<file path="config.mk">
export PLATFORM = sky130hd
export DESIGN_NAME = stream_op_dispatch
export DESIGN_NICKNAME = d
export VERILOG_FILES = /design/src/rtl/stream_op_dispatch.sv
export SDC_FILE = /design/constraint.sdc
export NUM_CORES = 1
export LEC_CHECK = 0
export ABC_CLOCK_PERIOD_IN_PS = 6000
export BUFFER_PORTS_ARGS = -buffer_cell sky130_fd_sc_hd__buf_4
export CORE_ASPECT_RATIO = 1.5
export CORE_MARGIN = 2
export CORE_UTILIZATION = 40
export CTS_BUF_LIST = sky130_fd_sc_hd__clkbuf_4 sky130_fd_sc_hd__clkbuf_8 sky130_fd_sc_hd__clkbuf_16
export DETAILED_ROUTE_END_ITERATION = 7
export GPL_ROUTABILITY_DRIVEN = 1
export GPL_TIMING_DRIVEN = 1
export PLACE_DENSITY = 0.67
export SETUP_SLACK_MARGIN = 0.5
export SYNTH_ARGS = -nofsm -noshare
export SYNTH_HDL_FRONTEND = slang
export SYNTH_SLANG_ARGS = --single-unit
</file>
<file path="constraint.sdc">
create_clock -name clk -period 6 [get_ports clk]
set_input_delay 0.9 -clock clk [delete_from_list [all_inputs] [get_ports clk]]
set_output_delay 0.9 -clock clk [all_outputs]
set_load 0.005 [all_outputs]
</file>
<file path="src/rtl/stream_op_dispatch.sv">
module stream_op_dispatch #(
  parameter int NREG     = 8,
  parameter int KID_W    = 3,
  parameter int ARG_W    = 16,
  parameter int CH_DEPTH = 4,
  parameter int MAX_OUT  = 8
) (
  input  logic                          clk,
  input  logic                          rst_n,
  input  logic                          cmd_valid,
  output logic                          cmd_ready,
  input  logic [1:0]                    cmd_op,
  input  logic [$clog2(NREG)-1:0]       cmd_ra,
  input  logic [$clog2(NREG)-1:0]       cmd_rb,
  input  logic [$clog2(NREG)-1:0]       cmd_rc,
  input  logic                          cmd_rc_en,
  input  logic [KID_W-1:0]              cmd_kid,
  input  logic [ARG_W-1:0]              cmd_arg,
  input  logic [1:0]                    mem_ready,
  output logic [1:0]                    mem_start,
  output logic                          mem_to_buf,
  output logic [$clog2(NREG)-1:0]       mem_region,
  output logic [ARG_W-1:0]              mem_arg,
  input  logic [1:0]                    mem_done,
  output logic                          kern_start,
  output logic                          kern_load,
  output logic [KID_W-1:0]              kern_id,
  output logic [$clog2(NREG)-1:0]       kern_in,
  output logic [$clog2(NREG)-1:0]       kern_out0,
  output logic [$clog2(NREG)-1:0]       kern_out1,
  output logic                          kern_out1_en,
  output logic [ARG_W-1:0]              kern_arg,
  input  logic                          kern_done,
  output logic [$clog2(MAX_OUT+1)-1:0]  stat_outstanding,
  output logic [KID_W-1:0]              stat_res_id,
  output logic                          stat_res_vld,
  output logic                          stat_idle
);
  localparam int RW = $clog2(NREG);
  localparam int CW = $clog2(2*MAX_OUT+1);
  localparam int OW = $clog2(MAX_OUT+1);
  localparam int PW = $clog2(CH_DEPTH);
  localparam logic [OW-1:0] OUT_LIM = OW'(MAX_OUT);
  localparam logic [PW:0]   Q_FULL  = (PW+1)'(CH_DEPTH);
  localparam logic [1:0] OP_IN = 2'd0, OP_OUT = 2'd1, OP_LDK = 2'd2, OP_RUN = 2'd3;

  logic [CW-1:0] wr_cnt [NREG];
  logic [CW-1:0] rd_cnt [NREG];
  logic [CW-1:0] w_inc [NREG], w_dec [NREG], r_inc [NREG], r_dec [NREG];
  logic [OW-1:0] out_cnt;

  logic          q_wr [2][CH_DEPTH];
  logic [RW-1:0] q_rg [2][CH_DEPTH];
  logic [PW-1:0] q_hd [2], q_tl [2];
  logic [PW:0]   q_n  [2];

  logic          k_busy, k_run, k_o1en;
  logic [RW-1:0] k_in, k_o0, k_o1;
  logic [KID_W-1:0] res_id;
  logic          res_vld;

  logic is_mem, rd_a, wr_a, wr_b, wr_c, hit, deps_ok, can, fire, iss, dk;
  logic [1:0] ch_ok, d_ch;

  assign is_mem = (cmd_op == OP_IN) || (cmd_op == OP_OUT);
  assign wr_a   = cmd_op == OP_IN;
  assign rd_a   = (cmd_op == OP_OUT) || (cmd_op == OP_RUN);
  assign wr_b   = cmd_op == OP_RUN;
  assign wr_c   = (cmd_op == OP_RUN) && cmd_rc_en;
  assign hit    = (cmd_op == OP_LDK) && res_vld && (cmd_kid == res_id);

  assign deps_ok = (!rd_a || wr_cnt[cmd_ra] == '0)
                && (!wr_a || (wr_cnt[cmd_ra] == '0 && rd_cnt[cmd_ra] == '0))
                && (!wr_b || (wr_cnt[cmd_rb] == '0 && rd_cnt[cmd_rb] == '0))
                && (!wr_c || (wr_cnt[cmd_rc] == '0 && rd_cnt[cmd_rc] == '0));

  assign ch_ok[0] = mem_ready[0] && (q_n[0] != Q_FULL);
  assign ch_ok[1] = mem_ready[1] && (q_n[1] != Q_FULL);

  assign can = hit || ((out_cnt < OUT_LIM) && deps_ok && (is_mem ? |ch_ok : !k_busy));
  assign cmd_ready = can;
  assign fire = cmd_valid && can;
  assign iss  = fire && !hit;

  assign mem_start[0] = iss && is_mem && ch_ok[0];
  assign mem_start[1] = iss && is_mem && !ch_ok[0];
  assign mem_to_buf   = wr_a;
  assign mem_region   = cmd_ra;
  assign mem_arg      = cmd_arg;

  assign kern_start   = iss && !is_mem;
  assign kern_load    = cmd_op == OP_LDK;
  assign kern_id      = cmd_kid;
  assign kern_in      = cmd_ra;
  assign kern_out0    = cmd_rb;
  assign kern_out1    = cmd_rc;
  assign kern_out1_en = wr_c;
  assign kern_arg     = cmd_arg;

  assign d_ch[0] = mem_done[0] && (q_n[0] != '0);
  assign d_ch[1] = mem_done[1] && (q_n[1] != '0);
  assign dk      = kern_done && k_busy;

  assign stat_outstanding = out_cnt;
  assign stat_res_id      = res_id;
  assign stat_res_vld     = res_vld;
  assign stat_idle        = out_cnt == '0;

  always_comb begin
    for (int r = 0; r < NREG; r++) begin
      w_inc[r] = CW'(iss && wr_a && cmd_ra == RW'(r))
               + CW'(iss && wr_b && cmd_rb == RW'(r))
               + CW'(iss && wr_c && cmd_rc == RW'(r));
      r_inc[r] = CW'(iss && rd_a && cmd_ra == RW'(r));
      w_dec[r] = CW'(d_ch[0] && q_wr[0][q_hd[0]] && q_rg[0][q_hd[0]] == RW'(r))
               + CW'(d_ch[1] && q_wr[1][q_hd[1]] && q_rg[1][q_hd[1]] == RW'(r))
               + CW'(dk && k_run && k_o0 == RW'(r))
               + CW'(dk && k_run && k_o1en && k_o1 == RW'(r));
      r_dec[r] = CW'(d_ch[0] && !q_wr[0][q_hd[0]] && q_rg[0][q_hd[0]] == RW'(r))
               + CW'(d_ch[1] && !q_wr[1][q_hd[1]] && q_rg[1][q_hd[1]] == RW'(r))
               + CW'(dk && k_run && k_in == RW'(r));
    end
  end

  always_ff @(posedge clk) begin
    if (!rst_n) begin
      for (int r = 0; r < NREG; r++) begin
        wr_cnt[r] <= '0;
        rd_cnt[r] <= '0;
      end
      out_cnt <= '0;
    end else begin
      for (int r = 0; r < NREG; r++) begin
        wr_cnt[r] <= wr_cnt[r] + w_inc[r] - w_dec[r];
        rd_cnt[r] <= rd_cnt[r] + r_inc[r] - r_dec[r];
      end
      out_cnt <= out_cnt + OW'(iss) - OW'(d_ch[0]) - OW'(d_ch[1]) - OW'(dk);
    end
  end

  always_ff @(posedge clk) begin
    if (!rst_n) begin
      for (int c = 0; c < 2; c++) begin
        q_hd[c] <= '0;
        q_tl[c] <= '0;
        q_n[c]  <= '0;
        for (int e = 0; e < CH_DEPTH; e++) begin
          q_wr[c][e] <= 1'b0;
          q_rg[c][e] <= '0;
        end
      end
    end else begin
      for (int c = 0; c < 2; c++) begin
        if (mem_start[c]) begin
          q_wr[c][q_tl[c]] <= wr_a;
          q_rg[c][q_tl[c]] <= cmd_ra;
          q_tl[c] <= q_tl[c] + PW'(1);
        end
        if (d_ch[c]) q_hd[c] <= q_hd[c] + PW'(1);
        q_n[c] <= q_n[c] + (PW+1)'(mem_start[c]) - (PW+1)'(d_ch[c]);
      end
    end
  end

  always_ff @(posedge clk) begin
    if (!rst_n) begin
      k_busy  <= 1'b0;
      k_run   <= 1'b0;
      k_o1en  <= 1'b0;
      k_in    <= '0;
      k_o0    <= '0;
      k_o1    <= '0;
      res_id  <= '0;
      res_vld <= 1'b0;
    end else begin
      if (kern_start) begin
        k_busy <= 1'b1;
        k_run  <= cmd_op == OP_RUN;
        k_in   <= cmd_ra;
        k_o0   <= cmd_rb;
        k_o1   <= cmd_rc;
        k_o1en <= wr_c;
        if (cmd_op == OP_LDK) begin
          res_id  <= cmd_kid;
          res_vld <= 1'b1;
        end
      end else if (dk) begin
        k_busy <= 1'b0;
      end
    end
  end

  assert_outstanding_cap_R6: assert property (@(posedge clk) disable iff (!rst_n)
    out_cnt <= OUT_LIM);

  assert_single_issue_R9: assert property (@(posedge clk) disable iff (!rst_n)
    $countones({mem_start, kern_start}) <= 1 && (!cmd_valid || !cmd_ready || hit || (mem_start != 2'b00) || kern_start));

  assert_reload_skipped_R7: assert property (@(posedge clk) disable iff (!rst_n)
    (cmd_valid && cmd_op == OP_LDK && res_vld && cmd_kid == res_id) |-> (cmd_ready && !kern_start && mem_start == 2'b00));

  assert_kernel_serial_R8: assert property (@(posedge clk) disable iff (!rst_n)
    kern_start |-> !k_busy);

  assert_kernel_busy_after_start_R8: assert property (@(posedge clk) disable iff (!rst_n)
    kern_start |=> k_busy);

  for (genvar g = 0; g < NREG; g++) begin : g_reg_chk
    assert_read_after_write_R3: assert property (@(posedge clk) disable iff (!rst_n)
      ((mem_start != 2'b00) && !mem_to_buf && mem_region == RW'(g)) |-> (wr_cnt[g] == '0));
    assert_write_after_access_R4: assert property (@(posedge clk) disable iff (!rst_n)
      ((mem_start != 2'b00) && mem_to_buf && mem_region == RW'(g)) |-> (wr_cnt[g] == '0 && rd_cnt[g] == '0));
    assert_no_underflow_R10: assert property (@(posedge clk) disable iff (!rst_n)
      (wr_cnt[g] == '0 && rd_cnt[g] == '0) |=> (wr_cnt[g] <= CW'(2*MAX_OUT) && rd_cnt[g] <= CW'(MAX_OUT)));
  end
endmodule

</file>
==> flow_metrics.env, run 1 <==
export IMPL_place_area_sq_um=11300
export IMPL_synthCells=1149
export IMPL_dpl_cell_count=1464
export IMPL_wl_met3_um=1280
export IMPL_finalMaxSlewViolations=0
export IMPL_syn_avg_cell_area_sq_um=9.51
export IMPL_tightest_slew_ns=0.907
export IMPL_diodes=0
export IMPL_finalSetupViolations=0
export IMPL_critPathMaxStageDelay_ns=0.56
export IMPL_num_vias=7765
export IMPL_worstPathCellList="nor3_1 > nand4_1 > a311oi_1 > o22ai_1 > a222oi_1 > buf_4 > nand2_2 > or4_1 > fa_1 > fa_1 > fa_1 > inv_1 > ha_1 > fa_1 > xor2_1 > and2_1"
export IMPL_worst_path_max_delay_cell="nor3_1"
export IMPL_async_flop_share_pct=0
export IMPL_leakage_nw=5.08
export IMPL_fin_crit_ns=5.16
export IMPL_power_density_nw_per_um2=392
export IMPL_grt_remaining_overflow=0
export IMPL_start_kind="register"
export IMPL_synth_edf_count=39
export IMPL_dp_slack_ns=0.480
export IMPL_nets=1353
export IMPL_fp_dieW_um=139
export IMPL_skew_ns=0.0137
export IMPL_first_pass_iters=6
export IMPL_p_total_mw=4.69
export IMPL_drc_errors=0
export IMPL_rsz0062_at_grt="false"
export IMPL_cts_tree="done"
export IMPL_core_sq_um=27000
export IMPL_hold_path_class="register to register"
export IMPL_fp_dieArea_sq_um=28700
export IMPL_fin_crit_sh_pct=85.9
export IMPL_grt_antenna_before_repair=0
export IMPL_finalSetupTns_ns=0
export IMPL_synth_top_area_share_pct=19.6
export IMPL_clkLatencyLatePin_ns=0.44
export IMPL_drtIter0Drc=517
export IMPL_grt_pass1_vias=8016
export IMPL_max_slew_margin_pct=39.0
export IMPL_layout_cells_non_filler=1496
export IMPL_crit_arrival_ns=5.49
export IMPL_area_growth_synth_to_final_pct=9.39
export IMPL_io_buffer_count=53
export IMPL_path_max_fanout=12
export IMPL_io_pins=102
export IMPL_yosys_top_cells_area="dfxtp_1 (20%), fa_1 (14%), ha_1 (11%), edfxtp_1 (11%), inv_1 (6.0%)"
export IMPL_cp_common_cell="fa_1"
export IMPL_crit_end="wr_cnt[4][3]"
export IMPL_finalHoldViolations=0
export IMPL_start_util_pct=40.4
export IMPL_via_per_inst=5.19
export IMPL_drtAntennaViolNets=0
export IMPL_max_cap_viol_count=0
export IMPL_row_count=74
export IMPL_worstSetupPathType="register to register"
export IMPL_cts_resized=0
export IMPL_clock_sinks=146
export IMPL_rrSetupSlack_ns=0.84
export IMPL_cp_top_family="adder cells"
export IMPL_final_cell_area_sq_um=11900
export IMPL_die_y_um=206
export IMPL_cts_max_path_buffers=2
export IMPL_fin_ws_ns=0.844
export IMPL_reg2regPathDepth=16
export IMPL_layout_commonest_cell="inv_1"
export IMPL_ctsHoldBuffers=0
export IMPL_numCtsBuffers=17
export IMPL_yosys_cell_types_count=55
export IMPL_syn_nets=1361
export IMPL_ys_seq_area_share_pct=30.3
export IMPL_nFillCells=2605
export IMPL_synth_flop_cell="dfxtp_1"
export IMPL_outcome="finished clean"
export IMPL_synth_largest_area_cell="dfxtp_1"
export IMPL_route_met2_wl_um=13700
export IMPL_grt_pass1_wl_um=41400
export IMPL_vdd_ir_drop_max_v=0.000214
export IMPL_gp_congestion=0.930
export IMPL_cp_required_ns=6.34
export IMPL_layout_common_cells="inv_1 (175), dfxtp_1 (107), ha_1 (96)"
export IMPL_fin_util_pct=44.2
export IMPL_cts_htree_levels=4
export IMPL_critPathLaunch="rd_cnt[7][0]"
export IMPL_cp_depth=16
export IMPL_ys_ff_latch=146
export IMPL_endpoint_kind="register"
export IMPL_routed_wl_um=26100
export IMPL_yosys_warnings=0
export IMPL_hold_slack_ns=0.455
export IMPL_fmax_mhz=194
export IMPL_reg2reg_to="wr_cnt[4][3]"
export IMPL_clkSlewWorstSetupHoldPaths_ns=0.07
export IMPL_wl_per_cell_um=17.4
export IMPL_path_buf_inv=2
export IMPL_top_layer="met4"
export IMPL_grt_start_max_net_pins=78
export IMPL_grt_use_total_pct=18.8
export IMPL_clock_root_buffer="clkbuf_16"
export IMPL_dpl_hpwl_um=20200
export IMPL_syn_cell_area_sq_um=10900
export IMPL_reg2reg_from="rd_cnt[7][0]"
export IMPL_met1Wirelength_um=9500
export IMPL_postCtsSetupBuffers=0
export IMPL_drive_gt1_share_pct=11.1
==> layout make-up <==
cell class / count / area, sq um / share of cell area [%]
multi-input combinational: 737 / 6430 / 53.8
sequential: 146 / 3310 / 27.7
inverter: 176 / 661 / 5.53
timing repair buffer: 63 / 473 / 3.96
clock buffer: 19 / 440 / 3.69
tap: 342 / 428 / 3.58
clock inverter: 13 / 206 / 1.73
==> per-layer routing <==
layer / GRT usage, % / up-vias
met2: 34.6 / 243
li1: - / 3700
met3: 3.24 / 69
met5: 0 / -
met1: 19.6 / 3753
met4: 12.6 / 0
==> how the worst min path moves through the flow <==
| stage | start | to | depth (start not counted) |
|---|---|---|---|
| 2_1_floorplan | q_wr[1][3] | q_wr[1][3] | 2 |
| 3_3_place_gp | q_wr[1][3] | q_wr[1][3] | 2 |
| 3_5_place_dp | q_wr[1][3] | q_wr[1][3] | 2 |
| 4_1_cts | q_wr[1][3] | q_wr[1][3] | 2 |
| 5_1_grt | q_wr[1][3] | q_wr[1][3] | 2 |
| 6_report | q_wr[1][3] | q_wr[1][3] | 2 |
==> report_power, final <==
| part | internal, mW | leakage [nW] | switching [mW] |
|---|---|---|---|
| combinational | 1.01 | 3.49 | 1.09 |
| sequential | 1.22 | 1.28 | 0.181 |
| clock | 0.748 | 0.313 | 0.444 |
==> worst register-to-register path, delay by kind of cell, from the launching register on <==
kind,cells,cell delay (ns)
simple gates,5,1.58
buf+inv,2,0.26
compound gates,3,0.75
flops,1,0.32
xor+xnor,1,0.14
fa+ha+maj,5,2.00
==> cell families (layout without fill, tap and decap cells) <==
| family | count (synthesis) | after routing | synth area share [%] |
|---|---|---|---|
| xor gates and xnor gates | 58 | 58 | 4.65 |
| and+or+nand+nor | 401 | 401 | 21.1 |
| muxes | 23 | 23 | 3.02 |
| DFF | 146 | 146 | 30.3 |
| buffers and inverters | 266 | 271 | 10.9 |
| adders and majority gates | 173 | 173 | 25.1 |
| AOI/OAI and AO/OA | 82 | 82 | 4.94 |
==> state kept, by name, summed over array words and instances (netlist names), 3 cells and up <==
register          count
q_rg                 24
wr_cnt               40
rd_cnt               40
q_tl                  4
q_wr                  8
q_n                   6
stat_res_id           3
k_in                  3
stat_outstanding      4
k_o0                  3
k_o1                  3
q_hd                  4
==> cells in the mapped netlist (6+ instances only) <==
cell and instances:
inv_1 175, ha_1 96, nor2_1 69, nor3_1 25, mux2i_1 15, xnor2_1 51, nor2b_1 27, fa_1 77
a21o_1 16, nor4b_2 14, nand4_1 17, nand2b_1 11, nand3_1 22, edfxtp_1 39, buf_2 6, and4_1 17
buf_4 48, o31ai_1 7, nor4_1 12, o21ai_0 9, dfxtp_1 107, nand2_1 73, mux4_2 8, and3_1 6
and2_1 84, clkbuf_1 35, xor2_1 7, a21oi_1 22
Note: power is estimated with default switching activity, not from simulation.
==> run 2, diff against run 1 <==
--- a/config.mk
+++ b/config.mk
@@ -5,7 +5,7 @@
 export SDC_FILE = /design/constraint.sdc
 export NUM_CORES = 1
 export LEC_CHECK = 0
-export ABC_CLOCK_PERIOD_IN_PS = 6000
+export ABC_CLOCK_PERIOD_IN_PS = 5800
 export BUFFER_PORTS_ARGS = -buffer_cell sky130_fd_sc_hd__buf_4
 export CORE_ASPECT_RATIO = 1.5
 export CORE_MARGIN = 2
==> constraint.sdc (replaced) <==
create_clock -name clk -period 5.8 [get_ports clk]
set_input_delay 0.87 -clock clk [delete_from_list [all_inputs] [get_ports clk]]
set_output_delay 0.87 -clock clk [all_outputs]
set_load 0.005 [all_outputs]
==> run 2 against run 1 <==
  * First-iteration DRC count decreased by 5.0%
  * Critical path depth increased by 2
  * Final area decreased by 0.48%
  * Global-route usage increased by 0.63 points
  * Non-clock buffer count increased by 4
  * Register-to-register slack got worse by 0.03 ns
  * Largest cell class unchanged
  * Worst hold slack improved by 0.028 ns
  * Sequential cell count unchanged
  * Cell count increased by 0.27%
  * Combinational power increased by 4%
  * Sequential share of layout area increased by 0.13 points
==> flow_metrics.env, run 2 (synthesis results as in run 1) <==
export IMPL_start_util_pct=40.4
export IMPL_reg2reg_from="wr_cnt[0][4]"
export IMPL_hold_slack_ns=0.483
export IMPL_reg2reg_to="wr_cnt[4][3]"
export IMPL_rsz0062_at_grt="false"
export IMPL_cts_max_path_buffers=2
export IMPL_tightest_slew_ns=0.711
export IMPL_grt_use_met2_pct=35.7
export IMPL_io_buffer_count=53
export IMPL_core_sq_um=27000
export IMPL_power_density_nw_per_um2=395
export IMPL_nFillCells=2618
export IMPL_clock_root_buffer="clkbuf_16"
export IMPL_via_per_inst=5.17
export IMPL_dpl_hpwl_um=20700
export IMPL_cp_required_ns=6.14
export IMPL_crit_arrival_ns=5.33
export IMPL_ctsHoldBuffers=0
export IMPL_grt_remaining_overflow=0
export IMPL_largestRegisters="rd_cnt x40, wr_cnt x40, q_rg x24"
export IMPL_fp_dieW_um=139
export IMPL_drc_errors=0
export IMPL_skew_ns=0.00963
export IMPL_finalHoldViolations=0
export IMPL_fin_util_pct=44.0
export IMPL_start_kind="input pin"
export IMPL_num_vias=7759
export IMPL_layout_commonest_cell="inv_1"
export IMPL_max_cap_viol_count=0
export IMPL_worstSetupPathType="input pin to register"
export IMPL_cts_htree_levels=4
export IMPL_fmax_mhz=200
export IMPL_nets=1357
export IMPL_met1_usage_pct=20.2
export IMPL_path_max_fanout=14
export IMPL_clkLatencyLatePin_ns=0.45
export IMPL_finalMaxSlewViolations=0
export IMPL_busiest_layer="met2"
export IMPL_finalSetupTns_ns=0
export IMPL_endpoint_kind="register"
export IMPL_cts_tree="done"
export IMPL_max_slew_margin_pct=52.2
export IMPL_die_y_um=206
export IMPL_clkSlewWorstSetupHoldPaths_ns=0.06
export IMPL_area_growth_synth_to_final_pct=8.87
export IMPL_row_count=74
export IMPL_routed_wl_um=26300
export IMPL_use_met3_pct=3.66
export IMPL_rrSetupSlack_ns=0.81
export IMPL_hold_path_end="k_o1[2]"
export IMPL_outcome="finished clean"
export IMPL_wl_per_cell_um=17.5
export IMPL_fin_crit_sh_pct=86.0
export IMPL_io_pins=102
export IMPL_first_pass_iters=5
export IMPL_finalSetupViolations=0
export IMPL_clock_sinks=146
export IMPL_fin_crit_ns=4.99
export IMPL_grt_use_total_pct=19.4
export IMPL_grt_start_max_net_pins=72
export IMPL_grt_pass1_wl_um=42700
export IMPL_diodes=0
export IMPL_grt_antenna_before_repair=0
export IMPL_drtAntennaViolNets=0
export IMPL_drtIter0Drc=491
export IMPL_layout_common_cells="inv_1 (175), dfxtp_1 (107), ha_1 (96)"
export IMPL_hp_start="k_o1[2]"
export IMPL_grt_pass1_vias=8250
export IMPL_vdd_ir_drop_max_v=0.000202
export IMPL_fp_dieArea_sq_um=28700
export IMPL_hold_path_class="register to register"
export IMPL_numCtsBuffers=17
export IMPL_leakage_nw=5.04
export IMPL_gp_congestion=0.918
export IMPL_reg2regPathDepth=17
export IMPL_hold_depth=2
export IMPL_drive_gt1_share_pct=11.4
-- run 2: layout make-up --
cell class | count | area, sq um | share of cell area, %
inverter | 176 | 661 | 5.56
multi-input combinational | 737 | 6440 | 54.1
clock inverter | 14 | 115 | 0.968
timing repair buffer | 67 | 503 | 4.23
tap | 342 | 428 | 3.60
clock buffer | 18 | 433 | 3.64
sequential | 146 | 3310 | 27.9
-- run 2: report_power, final --
part           internal (mW)  leakage, nW  switching, mW  total (mW)
combinational           1.06         3.51           1.13        2.19
clock                  0.589        0.247          0.464        1.05
sequential              1.26         1.28          0.195        1.46
total                   2.91         5.04           1.79        4.70
-- run 2: layer usage --
| layer | share of wire (%) | up-vias |
|---|---|---|
| met5 | 0 | - |
| met4 | 5.9 | 0 |
| met3 | 4.4 | 69 |
| met2 | 53 | 210 |
| met1 | 37 | 3766 |
| li1 | - | 3714 |
-- run 2: how the worst max path moves through the flow --
| stage | startpoint | to | slack [ns] |
|---|---|---|---|
| after floorplan | cmd_ra[1] | wr_cnt[4][3] | 0.57 |
| after global placement | cmd_rb[1] | wr_cnt[4][3] | 0.34 |
| after detailed placement | cmd_rb[1] | wr_cnt[4][3] | 0.32 |
| after CTS | wr_cnt[6][4] | wr_cnt[4][3] | 0.58 |
| after global routing | wr_cnt[6][4] | wr_cnt[6][3] | 0.49 |
| final | cmd_rb[1] | wr_cnt[4][3] | 0.81 |
-- run 2: per-stage QoR --
step	instances	cell area, sq um	setup slack (ns)	power, mW
5_1_grt	1500	11900	0.490	5.11
3_5_place_dp	1467	11300	0.325	3.66
3_3_place_gp	1467	11300	0.341	3.58
4_1_cts	1499	11900	0.579	4.75
6_report	1500	11900	0.810	4.70
2_1_floorplan	1149	10900	0.568	3.11
-- run 2: worst max-delay path: stages --
cell      delay, ns
buf_4          0.18
nor3b_1        0.21
nand4_1        0.12
a311oi_1       0.30
o22ai_1        0.12
a222oi_1       0.29
buf_4          0.18
buf_4          0.13
nand3_1        0.13
or4_1          0.45
fa_1           0.51
fa_1           0.41
fa_1           0.51
inv_1          0.04
ha_1           0.21
fa_1           0.38
xor2_1         0.15
and2_1         0.15
-- run 2: what timing repair did --
action	CTS	global route
buffers inserted	0	1
resized for setup	0	2
hold endpoints to repair	0	0
setup endpoints to repair	0	11
